**src/rtl/evt_pkg.sv**
```systemverilog
package evt_pkg;
  localparam int WORD_W = 32;

  localparam logic [3:0] W_ID   = 4'd0;
  localparam logic [3:0] W_GCFG = 4'd1;
  localparam logic [3:0] W_STAT = 4'd2;
  localparam logic [3:0] W_CNTL = 4'd3;
  localparam logic [3:0] W_CNTH = 4'd4;
  localparam logic [3:0] W_CCFG = 4'd5;
  localparam logic [3:0] W_CMPL = 4'd6;
  localparam logic [3:0] W_CMPH = 4'd7;
  localparam logic [3:0] W_RTD  = 4'd8;
  localparam logic [3:0] W_RTA  = 4'd9;

  localparam int B_EN   = 0;
  localparam int B_LVL  = 1;
  localparam int B_PER  = 2;
  localparam int B_SETV = 3;
  localparam int B_N32  = 4;
  localparam int B_MSG  = 5;
  localparam int B_CPER = 8;
  localparam int B_CMSG = 9;

  localparam logic [7:0] REVISION = 8'h01;

  // packed so that enable lands on bit 0 and msg_en on bit 5
  typedef struct packed {
    logic msg_en;
    logic narrow;
    logic setv;
    logic periodic;
    logic level;
    logic enable;
  } chan_cfg_t;
endpackage

```
**src/rtl/evt_main_counter.sv**
```systemverilog
module evt_main_counter #(
  parameter int CNT_W = 64,
  parameter int HW    = CNT_W / 2
) (
  input  logic             clk,
  input  logic             rst_n,
  input  logic             run,
  input  logic             wr_lo,
  input  logic             wr_hi,
  input  logic [HW-1:0]    wdata,
  output logic [CNT_W-1:0] cnt
);
  localparam logic [CNT_W-1:0] ONE = CNT_W'(1);

  always_ff @(posedge clk or negedge rst_n) begin
    if (!rst_n)     cnt <= '0;
    else if (wr_lo) cnt[HW-1:0] <= wdata;
    else if (wr_hi) cnt[CNT_W-1:HW] <= wdata;
    else if (run)   cnt <= cnt + ONE;
  end

  // counting step and hold
  p_count_step_r3: assert property (@(posedge clk) disable iff (!rst_n)
    (run && !wr_lo && !wr_hi) |=> cnt == $past(cnt) + ONE);
  p_count_hold_r3: assert property (@(posedge clk) disable iff (!rst_n)
    (!run && !wr_lo && !wr_hi) |=> $stable(cnt));
endmodule

```
**src/rtl/evt_comparator.sv**
```systemverilog
module evt_comparator #(
  parameter int CNT_W = 64,
  parameter int HW    = CNT_W / 2
) (
  input  logic             clk,
  input  logic             rst_n,
  input  logic [CNT_W-1:0] cnt,
  input  logic             run,
  input  logic             enable,
  input  logic             periodic,
  input  logic             narrow,
  input  logic             setv,
  input  logic             wr_lo,
  input  logic             wr_hi,
  input  logic [HW-1:0]    wdata,
  output logic             setv_clr,
  output logic             match,
  output logic [CNT_W-1:0] cmp_q
);
  logic          stg_v, stg_hi, stg_to_cmp;
  logic [HW-1:0] stg_d;
  logic [CNT_W-1:0] per_q;
  logic eq_lo, eq_hi;

  assign setv_clr = periodic && setv && (wr_hi || (wr_lo && narrow));
  assign eq_lo    = (cnt[HW-1:0] == cmp_q[HW-1:0]);
  assign eq_hi    = (cnt[CNT_W-1:HW] == cmp_q[CNT_W-1:HW]);
  assign match    = run && enable && eq_lo && (narrow || eq_hi);

  // one-clock write staging: fixed latency of one counter clock
  always_ff @(posedge clk or negedge rst_n) begin
    if (!rst_n) begin
      stg_v      <= 1'b0;
      stg_hi     <= 1'b0;
      stg_to_cmp <= 1'b0;
      stg_d      <= '0;
    end else begin
      stg_v      <= wr_lo || wr_hi;
      stg_hi     <= wr_hi;
      stg_to_cmp <= !periodic || setv;
      stg_d      <= wdata;
    end
  end

  always_ff @(posedge clk or negedge rst_n) begin
    if (!rst_n) begin
      cmp_q <= '1;
      per_q <= '0;
    end else if (stg_v) begin
      if (stg_to_cmp) begin
        if (stg_hi) cmp_q[CNT_W-1:HW] <= stg_d;
        else        cmp_q[HW-1:0]     <= stg_d;
      end else begin
        if (stg_hi) per_q[CNT_W-1:HW] <= stg_d;
        else        per_q[HW-1:0]     <= stg_d;
      end
    end else if (match && periodic) begin
      if (narrow) cmp_q[HW-1:0] <= cmp_q[HW-1:0] + per_q[HW-1:0];
      else        cmp_q         <= cmp_q + per_q;
    end
  end

  // reload adds the period
  p_reload_step_r8: assert property (@(posedge clk) disable iff (!rst_n)
    (match && periodic && !narrow && !stg_v) |=> cmp_q == $past(cmp_q) + $past(per_q));
  // comparator is untouched without a write or a periodic match
  p_cmp_hold_r4: assert property (@(posedge clk) disable iff (!rst_n)
    (!stg_v && !(match && periodic)) |=> $stable(cmp_q));
  // staged low write lands one clock later
  p_write_lat_r5: assert property (@(posedge clk) disable iff (!rst_n)
    (stg_v && stg_to_cmp && !stg_hi) |=> cmp_q[HW-1:0] == $past(stg_d));
endmodule

```
**src/rtl/evt_irq_out.sv**
```systemverilog
module evt_irq_out #(
  parameter int WORD_W = 32
) (
  input  logic              clk,
  input  logic              rst_n,
  input  logic              match,
  input  logic              level,
  input  logic              msg_en,
  input  logic              stat_clr,
  input  logic [WORD_W-1:0] rt_data,
  input  logic [WORD_W-1:0] rt_addr,
  input  logic              msg_ready,
  output logic              irq_out,
  output logic              stat_q,
  output logic              msg_valid,
  output logic [WORD_W-1:0] msg_data,
  output logic [WORD_W-1:0] msg_addr
);
  logic pulse_q;
  logic post;

  assign post    = match && msg_en && (!msg_valid || msg_ready);
  assign irq_out = level ? (stat_q && !msg_en) : pulse_q;

  always_ff @(posedge clk or negedge rst_n) begin
    if (!rst_n) begin
      pulse_q <= 1'b0;
      stat_q  <= 1'b0;
    end else begin
      pulse_q <= match && !level && !msg_en;
      if (match && level) stat_q <= 1'b1;
      else if (stat_clr)  stat_q <= 1'b0;
    end
  end

  always_ff @(posedge clk or negedge rst_n) begin
    if (!rst_n) begin
      msg_valid <= 1'b0;
      msg_data  <= '0;
      msg_addr  <= '0;
    end else if (post) begin
      msg_valid <= 1'b1;
      msg_data  <= rt_data;
      msg_addr  <= rt_addr;
    end else if (msg_ready) begin
      msg_valid <= 1'b0;
    end
  end

  // stalled message holds its fields
  p_msg_hold_r11: assert property (@(posedge clk) disable iff (!rst_n)
    (msg_valid && !msg_ready) |=> (msg_valid && $stable(msg_data) && $stable(msg_addr)));
  // status sticky until cleared, cleared on request
  p_stat_sticky_r10: assert property (@(posedge clk) disable iff (!rst_n)
    (stat_q && !stat_clr) |=> stat_q);
  p_stat_clear_r10: assert property (@(posedge clk) disable iff (!rst_n)
    (stat_clr && !(match && level)) |=> !stat_q);
endmodule

```
**src/rtl/evt_timer_channel.sv**
```systemverilog
module evt_timer_channel
  import evt_pkg::*;
#(
  parameter int NUM_CHAN     = 3,
  parameter int CAP_PERIODIC = 1,
  parameter int CAP_MSG      = 1,
  parameter int ADDR_W       = 6,
  parameter int CNT_W        = 64
) (
  input  logic              clk,
  input  logic              rst_n,
  input  logic              reg_wr,
  input  logic [ADDR_W-1:0] reg_addr,
  input  logic [31:0]       reg_wdata,
  output logic [31:0]       reg_rdata,
  output logic              irq_out,
  output logic              msg_valid,
  input  logic              msg_ready,
  output logic [31:0]       msg_data,
  output logic [31:0]       msg_addr
);
  localparam int HW = CNT_W / 2;
  localparam logic [4:0] CHAN_M1 = 5'(NUM_CHAN - 1);

  logic [3:0] widx;
  logic       unused_low;
  assign widx       = reg_addr[5:2];
  assign unused_low = ^reg_addr[1:0];

  logic wr_gcfg, wr_stat, wr_cntl, wr_cnth, wr_ccfg, wr_cmpl, wr_cmph, wr_rtd, wr_rta;
  assign wr_gcfg = reg_wr && (widx == W_GCFG);
  assign wr_stat = reg_wr && (widx == W_STAT);
  assign wr_cntl = reg_wr && (widx == W_CNTL);
  assign wr_cnth = reg_wr && (widx == W_CNTH);
  assign wr_ccfg = reg_wr && (widx == W_CCFG);
  assign wr_cmpl = reg_wr && (widx == W_CMPL);
  assign wr_cmph = reg_wr && (widx == W_CMPH);
  assign wr_rtd  = reg_wr && (widx == W_RTD);
  assign wr_rta  = reg_wr && (widx == W_RTA);

  logic per_ok, msg_ok;
  generate
    if (CAP_PERIODIC != 0) begin : g_per
      assign per_ok = 1'b1;
    end else begin : g_noper
      assign per_ok = 1'b0;
    end
    if (CAP_MSG != 0) begin : g_msg
      assign msg_ok = 1'b1;
    end else begin : g_nomsg
      assign msg_ok = 1'b0;
    end
  endgenerate

  chan_cfg_t  cfg_q;
  logic       run_q;
  logic [31:0] rt_data_q, rt_addr_q;
  logic       setv_clr, match, stat_q;
  logic [CNT_W-1:0] cnt, cmp_q;

  always_ff @(posedge clk or negedge rst_n) begin
    if (!rst_n) begin
      run_q     <= 1'b0;
      cfg_q     <= '0;
      rt_data_q <= '0;
      rt_addr_q <= '0;
    end else begin
      if (wr_gcfg) run_q <= reg_wdata[0];
      if (wr_rtd)  rt_data_q <= reg_wdata;
      if (wr_rta)  rt_addr_q <= reg_wdata;
      if (wr_ccfg) begin
        cfg_q.enable   <= reg_wdata[B_EN];
        cfg_q.level    <= reg_wdata[B_LVL];
        cfg_q.periodic <= reg_wdata[B_PER] & per_ok;
        cfg_q.setv     <= reg_wdata[B_SETV] & per_ok;
        cfg_q.narrow   <= reg_wdata[B_N32];
        cfg_q.msg_en   <= reg_wdata[B_MSG] & msg_ok;
      end else if (setv_clr) begin
        cfg_q.setv <= 1'b0;
      end
    end
  end

  evt_main_counter #(.CNT_W(CNT_W), .HW(HW)) u_cnt (
    .clk(clk), .rst_n(rst_n), .run(run_q),
    .wr_lo(wr_cntl), .wr_hi(wr_cnth), .wdata(reg_wdata), .cnt(cnt)
  );

  evt_comparator #(.CNT_W(CNT_W), .HW(HW)) u_cmp (
    .clk(clk), .rst_n(rst_n), .cnt(cnt), .run(run_q),
    .enable(cfg_q.enable), .periodic(cfg_q.periodic), .narrow(cfg_q.narrow),
    .setv(cfg_q.setv), .wr_lo(wr_cmpl), .wr_hi(wr_cmph), .wdata(reg_wdata),
    .setv_clr(setv_clr), .match(match), .cmp_q(cmp_q)
  );

  evt_irq_out #(.WORD_W(32)) u_out (
    .clk(clk), .rst_n(rst_n), .match(match), .level(cfg_q.level),
    .msg_en(cfg_q.msg_en), .stat_clr(wr_stat && reg_wdata[0]),
    .rt_data(rt_data_q), .rt_addr(rt_addr_q), .msg_ready(msg_ready),
    .irq_out(irq_out), .stat_q(stat_q), .msg_valid(msg_valid),
    .msg_data(msg_data), .msg_addr(msg_addr)
  );

  always_comb begin
    reg_rdata = '0;
    case (widx)
      W_ID:   reg_rdata = {19'd0, CHAN_M1, REVISION};
      W_GCFG: reg_rdata[0] = run_q;
      W_STAT: reg_rdata[0] = stat_q;
      W_CNTL: reg_rdata = cnt[HW-1:0];
      W_CNTH: reg_rdata = cnt[CNT_W-1:HW];
      W_CCFG: begin
        reg_rdata[5:0]    = cfg_q;
        reg_rdata[B_CPER] = per_ok;
        reg_rdata[B_CMSG] = msg_ok;
      end
      W_CMPL: reg_rdata = cmp_q[HW-1:0];
      W_CMPH: reg_rdata = cmp_q[CNT_W-1:HW];
      W_RTD:  reg_rdata = rt_data_q;
      W_RTA:  reg_rdata = rt_addr_q;
      default: reg_rdata = '0;
    endcase
  end

  // set-value bit drops after the qualifying write
  p_setv_clear_r7: assert property (@(posedge clk) disable iff (!rst_n)
    (wr_cmph && cfg_q.periodic && cfg_q.setv) |=> !cfg_q.setv);
  // no event output while stopped
  p_quiet_stopped_r13: assert property (@(posedge clk) disable iff (!rst_n)
    (!run_q && !cfg_q.level && !msg_valid) |=> !msg_valid);
endmodule

```
**config.mk**
```make
export PLATFORM = sky130hd
export DESIGN_NAME = evt_timer_channel
export DESIGN_NICKNAME = d
export VERILOG_FILES = /design/src/rtl/evt_pkg.sv /design/src/rtl/evt_main_counter.sv /design/src/rtl/evt_comparator.sv /design/src/rtl/evt_irq_out.sv /design/src/rtl/evt_timer_channel.sv
export SDC_FILE = /design/constraint.sdc
export NUM_CORES = 1
export LEC_CHECK = 0
export BUFFER_PORTS_ARGS = -buffer_cell sky130_fd_sc_hd__clkbuf_2
export CORE_MARGIN = 2
export CORE_UTILIZATION = 60
export DETAILED_ROUTE_END_ITERATION = 10
export PLACE_DENSITY = 0.79
export SYNTH_ARGS = -nofsm -noshare
export SYNTH_HDL_FRONTEND = slang
export SYNTH_SLANG_ARGS = --single-unit
```
**constraint.sdc**
```tcl
create_clock -name clk -period 9.7 [get_ports clk]
set_clock_uncertainty 0.05 [all_clocks]
set_input_delay 1.94 -clock clk [delete_from_list [all_inputs] [get_ports clk]]
set_output_delay 1.94 -clock clk [all_outputs]
set_load 0.005 [all_outputs]
```
==> reports/results.txt <==
Worst setup path class: in2out
Global-route wire length before repair: 103 mm
P_leak: 10.5 nW
Placed wire-length estimate: 50.1 mm
Area grow syn2layout: 11.0%
Mapped Cells: 2,069
Vias: 17,662
Routed Wire Length: 68.1 mm
Final Hold Viols: 0
Fillers: 2,684
Fin crit period: 6.57 ns
TritonRoute pass-1 iters: 6
PortBufs: 137
Die H: 191 um
Area occupied by registers: 9220 um2
Final #Nets: 2,246
Fin. max-slew vios: 0
Post-synthesis sequential area ratio: 44.0%
Warnings from Yosys: 0
Synthesized cell area: 20,900 um2
Critical path launch point type: input port
Total track usage: 37.6%
Multi-input gate area: 11,200 um2
Synth cell types: 83
CP startpoint: reg_addr[2]
Achievable Freq: 152 MHz
Worst r2r src: u_cmp.cmp_q[0]
Worst Setup End Kind: output pin
Ys async rst share: 100%
Primary FF master, synth: dfrtp_1
RSZ-0062 raised after global routing: no
Commonest non-fill, non-tap cell in the layout: dfrtp_1
Ports: 140
Fin crit share: 67.7%
Most frequent cells in the layout: 300 x dfrtp_1, 212 x nand2_1, 179 x mux2_2, 149 x o21ai_0, 136 x clkbuf_2
PD cells: 230 nW/um2
Core footprint: 34,500 um2
Max Root-Sink Buffers: 3
Layout cell share with drive strength beyond 1: 22.6%
CTS hold repair buffers: 0
MaxCap Viol Count: 0
Flops & latches, synth: 365
Die W: 191 um
Critical Path AT: 4.58 ns
Number of buffers created by CTS: 39
Starting Density: 60.7%
DRT iter0 DRCs: 1,716
CTS H-Tree Depth: 2
Gr ovfl total: 0
HP Class: reg2reg
Setup violators final: 0
Final setup TNS: 0 ns
Worst slew pin tran: 1.16 ns
Per-cell routed wire length: 26.0 um
Max rail drop VDD: 0.000164 V
CTS tree: yes
Rel. slew slack: 22.5%
# DRC: 0
Final instance area: 23,200 um2
Number of global-route vias before repair: 17,336
Initial antenna violation count: 0
Status: complete, no violations
Syn_nets: 2,176
Post-Syn Area per Cell: 10.1 um2
ANT nets after route: 0
Die Footprint: 36,400 um2
Register-to-register setup slack: 5.40 ns
Vias per cell: 6.73
Reg2reg path depth: 14
RD Place Congestion: 1.03
Post-DP Area: 21,900 um2
Setup Fix Bufs, Post-CTS: 0
Row cnt: 68
CTS Sinks: 365
CP Max Fanout: 31
Worst path required time: 7.71 ns
Clk slew on worst S/H paths: 0.06 ns
Largest net degree at the start of global routing: 173
Crit path to: reg_rdata[4]
Worst-skew pair later-pin latency: 0.55 ns
Post-cts resize count: 0
R2R Path End: u_cmp.cmp_q[60]
Post-synth EDFFs: 0
CTS root buf: clkbuf_16
power by group:
part	total [mW]	internal (mW)	switching [mW]
combinational	1.55	0.650	0.896
sequential	2.26	1.84	0.423
clock	1.55	0.923	0.622
sequential cells by signal (all words and copies together), names as in the netlist:
register	cells
cfg_q	6
rt_addr_q	32
rt_data_q	32
run_q	1
u_cmp.cmp_q	64
u_cmp.per_q	64
u_cmp.stg_d	32
u_cmp.stg_hi	1
u_cmp.stg_to_cmp	1
u_cmp.stg_v	1
u_cnt.cnt	64
u_out.msg_addr	32
u_out.msg_data	32
u_out.msg_valid	1
u_out.pulse_q	1
u_out.stat_q	1
worst min path at each step:
| stage | from | to | cells past startpoint |
|---|---|---|---|
| after floorplan | cfg_q[3] | u_cmp.stg_to_cmp | 1 |
| after global placement | u_out.msg_data[30] | u_out.msg_data[30] | 1 |
| after detailed placement | u_out.msg_data[21] | u_out.msg_data[21] | 1 |
| after CTS | u_out.msg_data[29] | u_out.msg_data[29] | 1 |
| after global routing | u_out.msg_addr[30] | u_out.msg_addr[30] | 1 |
| final | u_out.msg_addr[30] | u_out.msg_addr[30] | 1 |
cell usage after synthesis, drive strengths merged (34+ instances only):
library cell / n / share of area (%)
nor3: 34 / 0.81
dfstp: 64 / 8.0
ha: 64 / 3.8
nor2: 71 / 1.3
nand3: 51 / 1.2
a21o: 43 / 1.5
o21ai: 174 / 4.2
xor2: 64 / 2.7
mux2i: 36 / 1.7
mux2: 228 / 12
dfrtp: 301 / 36
clkbuf: 109 / 2.0
a21oi: 128 / 3.1
xnor2: 84 / 3.5
nand2: 212 / 3.8
nand4: 37 / 1.1
final cells by class:
| cell class | instances | share of cell area (%) |
|---|---|---|
| clock inverters | 11 | 0.581 |
| diodes | 1 | 0.0108 |
| well taps | 455 | 2.45 |
| clock buffers | 60 | 5.11 |
| inverters | 32 | 0.517 |
| flip-flops and latches | 365 | 39.7 |
| repair buffers | 156 | 3.66 |
| multi-input cells | 1545 | 48.0 |
critical path, cell delays in order:
cell	delay (ns)
clkbuf_2	0.56
buf_4	0.49
nor2_1	0.11
and3_1	0.20
buf_4	0.28
nand2_1	0.12
o21ai_0	0.08
a221oi_1	0.45
nand2_1	0.17
clkbuf_2	0.15
cell families after synthesis:
group                    Yosys count  synth area share [%]
multiplexers                     264                  14.0
AO/OA/AOI/OAI                    555                  17.2
AND/OR/NAND/NOR                  513                  11.8
XOR/XNOR                         148                  6.19
flip-flops                       365                  44.0
adder cells (fa/ha/maj)           65                  3.92
buffers and inverters            159                  2.92
per-layer routing:
| metal | global-route usage [%] | vias to the layer above | wire [um] |
|---|---|---|---|
| met2 | 58.8 | 984 | 31100 |
| met5 | 0 | - | 0 |
| met1 | 51.0 | 8793 | 27400 |
| met4 | 17.1 | 0 | 3290 |
| li1 | - | 7717 | - |
| met3 | 7.14 | 168 | 6400 |
through the flow:
| stage | instances | utilization, % | setup slack (ns) | hold WS [ns] | power, mW |
|---|---|---|---|---|---|
| 6_report | 2625 | 67.4 | 3.13 | 0.441 | 5.36 |
| 5_1_grt | 2624 | 67.4 | 3.08 | 0.450 | 5.57 |
| 4_1_cts | 2624 | 67.4 | 3.25 | 0.445 | 5.31 |
| 3_5_place_dp | 2553 | 63.6 | 3.25 | 0.431 | 3.76 |
| 3_3_place_gp | 2553 | 63.6 | 3.29 | 0.426 | 3.71 |
| 2_1_floorplan | 2069 | - | 4.40 | 0.408 | 3.18 |
Note: power is estimated with default switching activity, not from simulation.
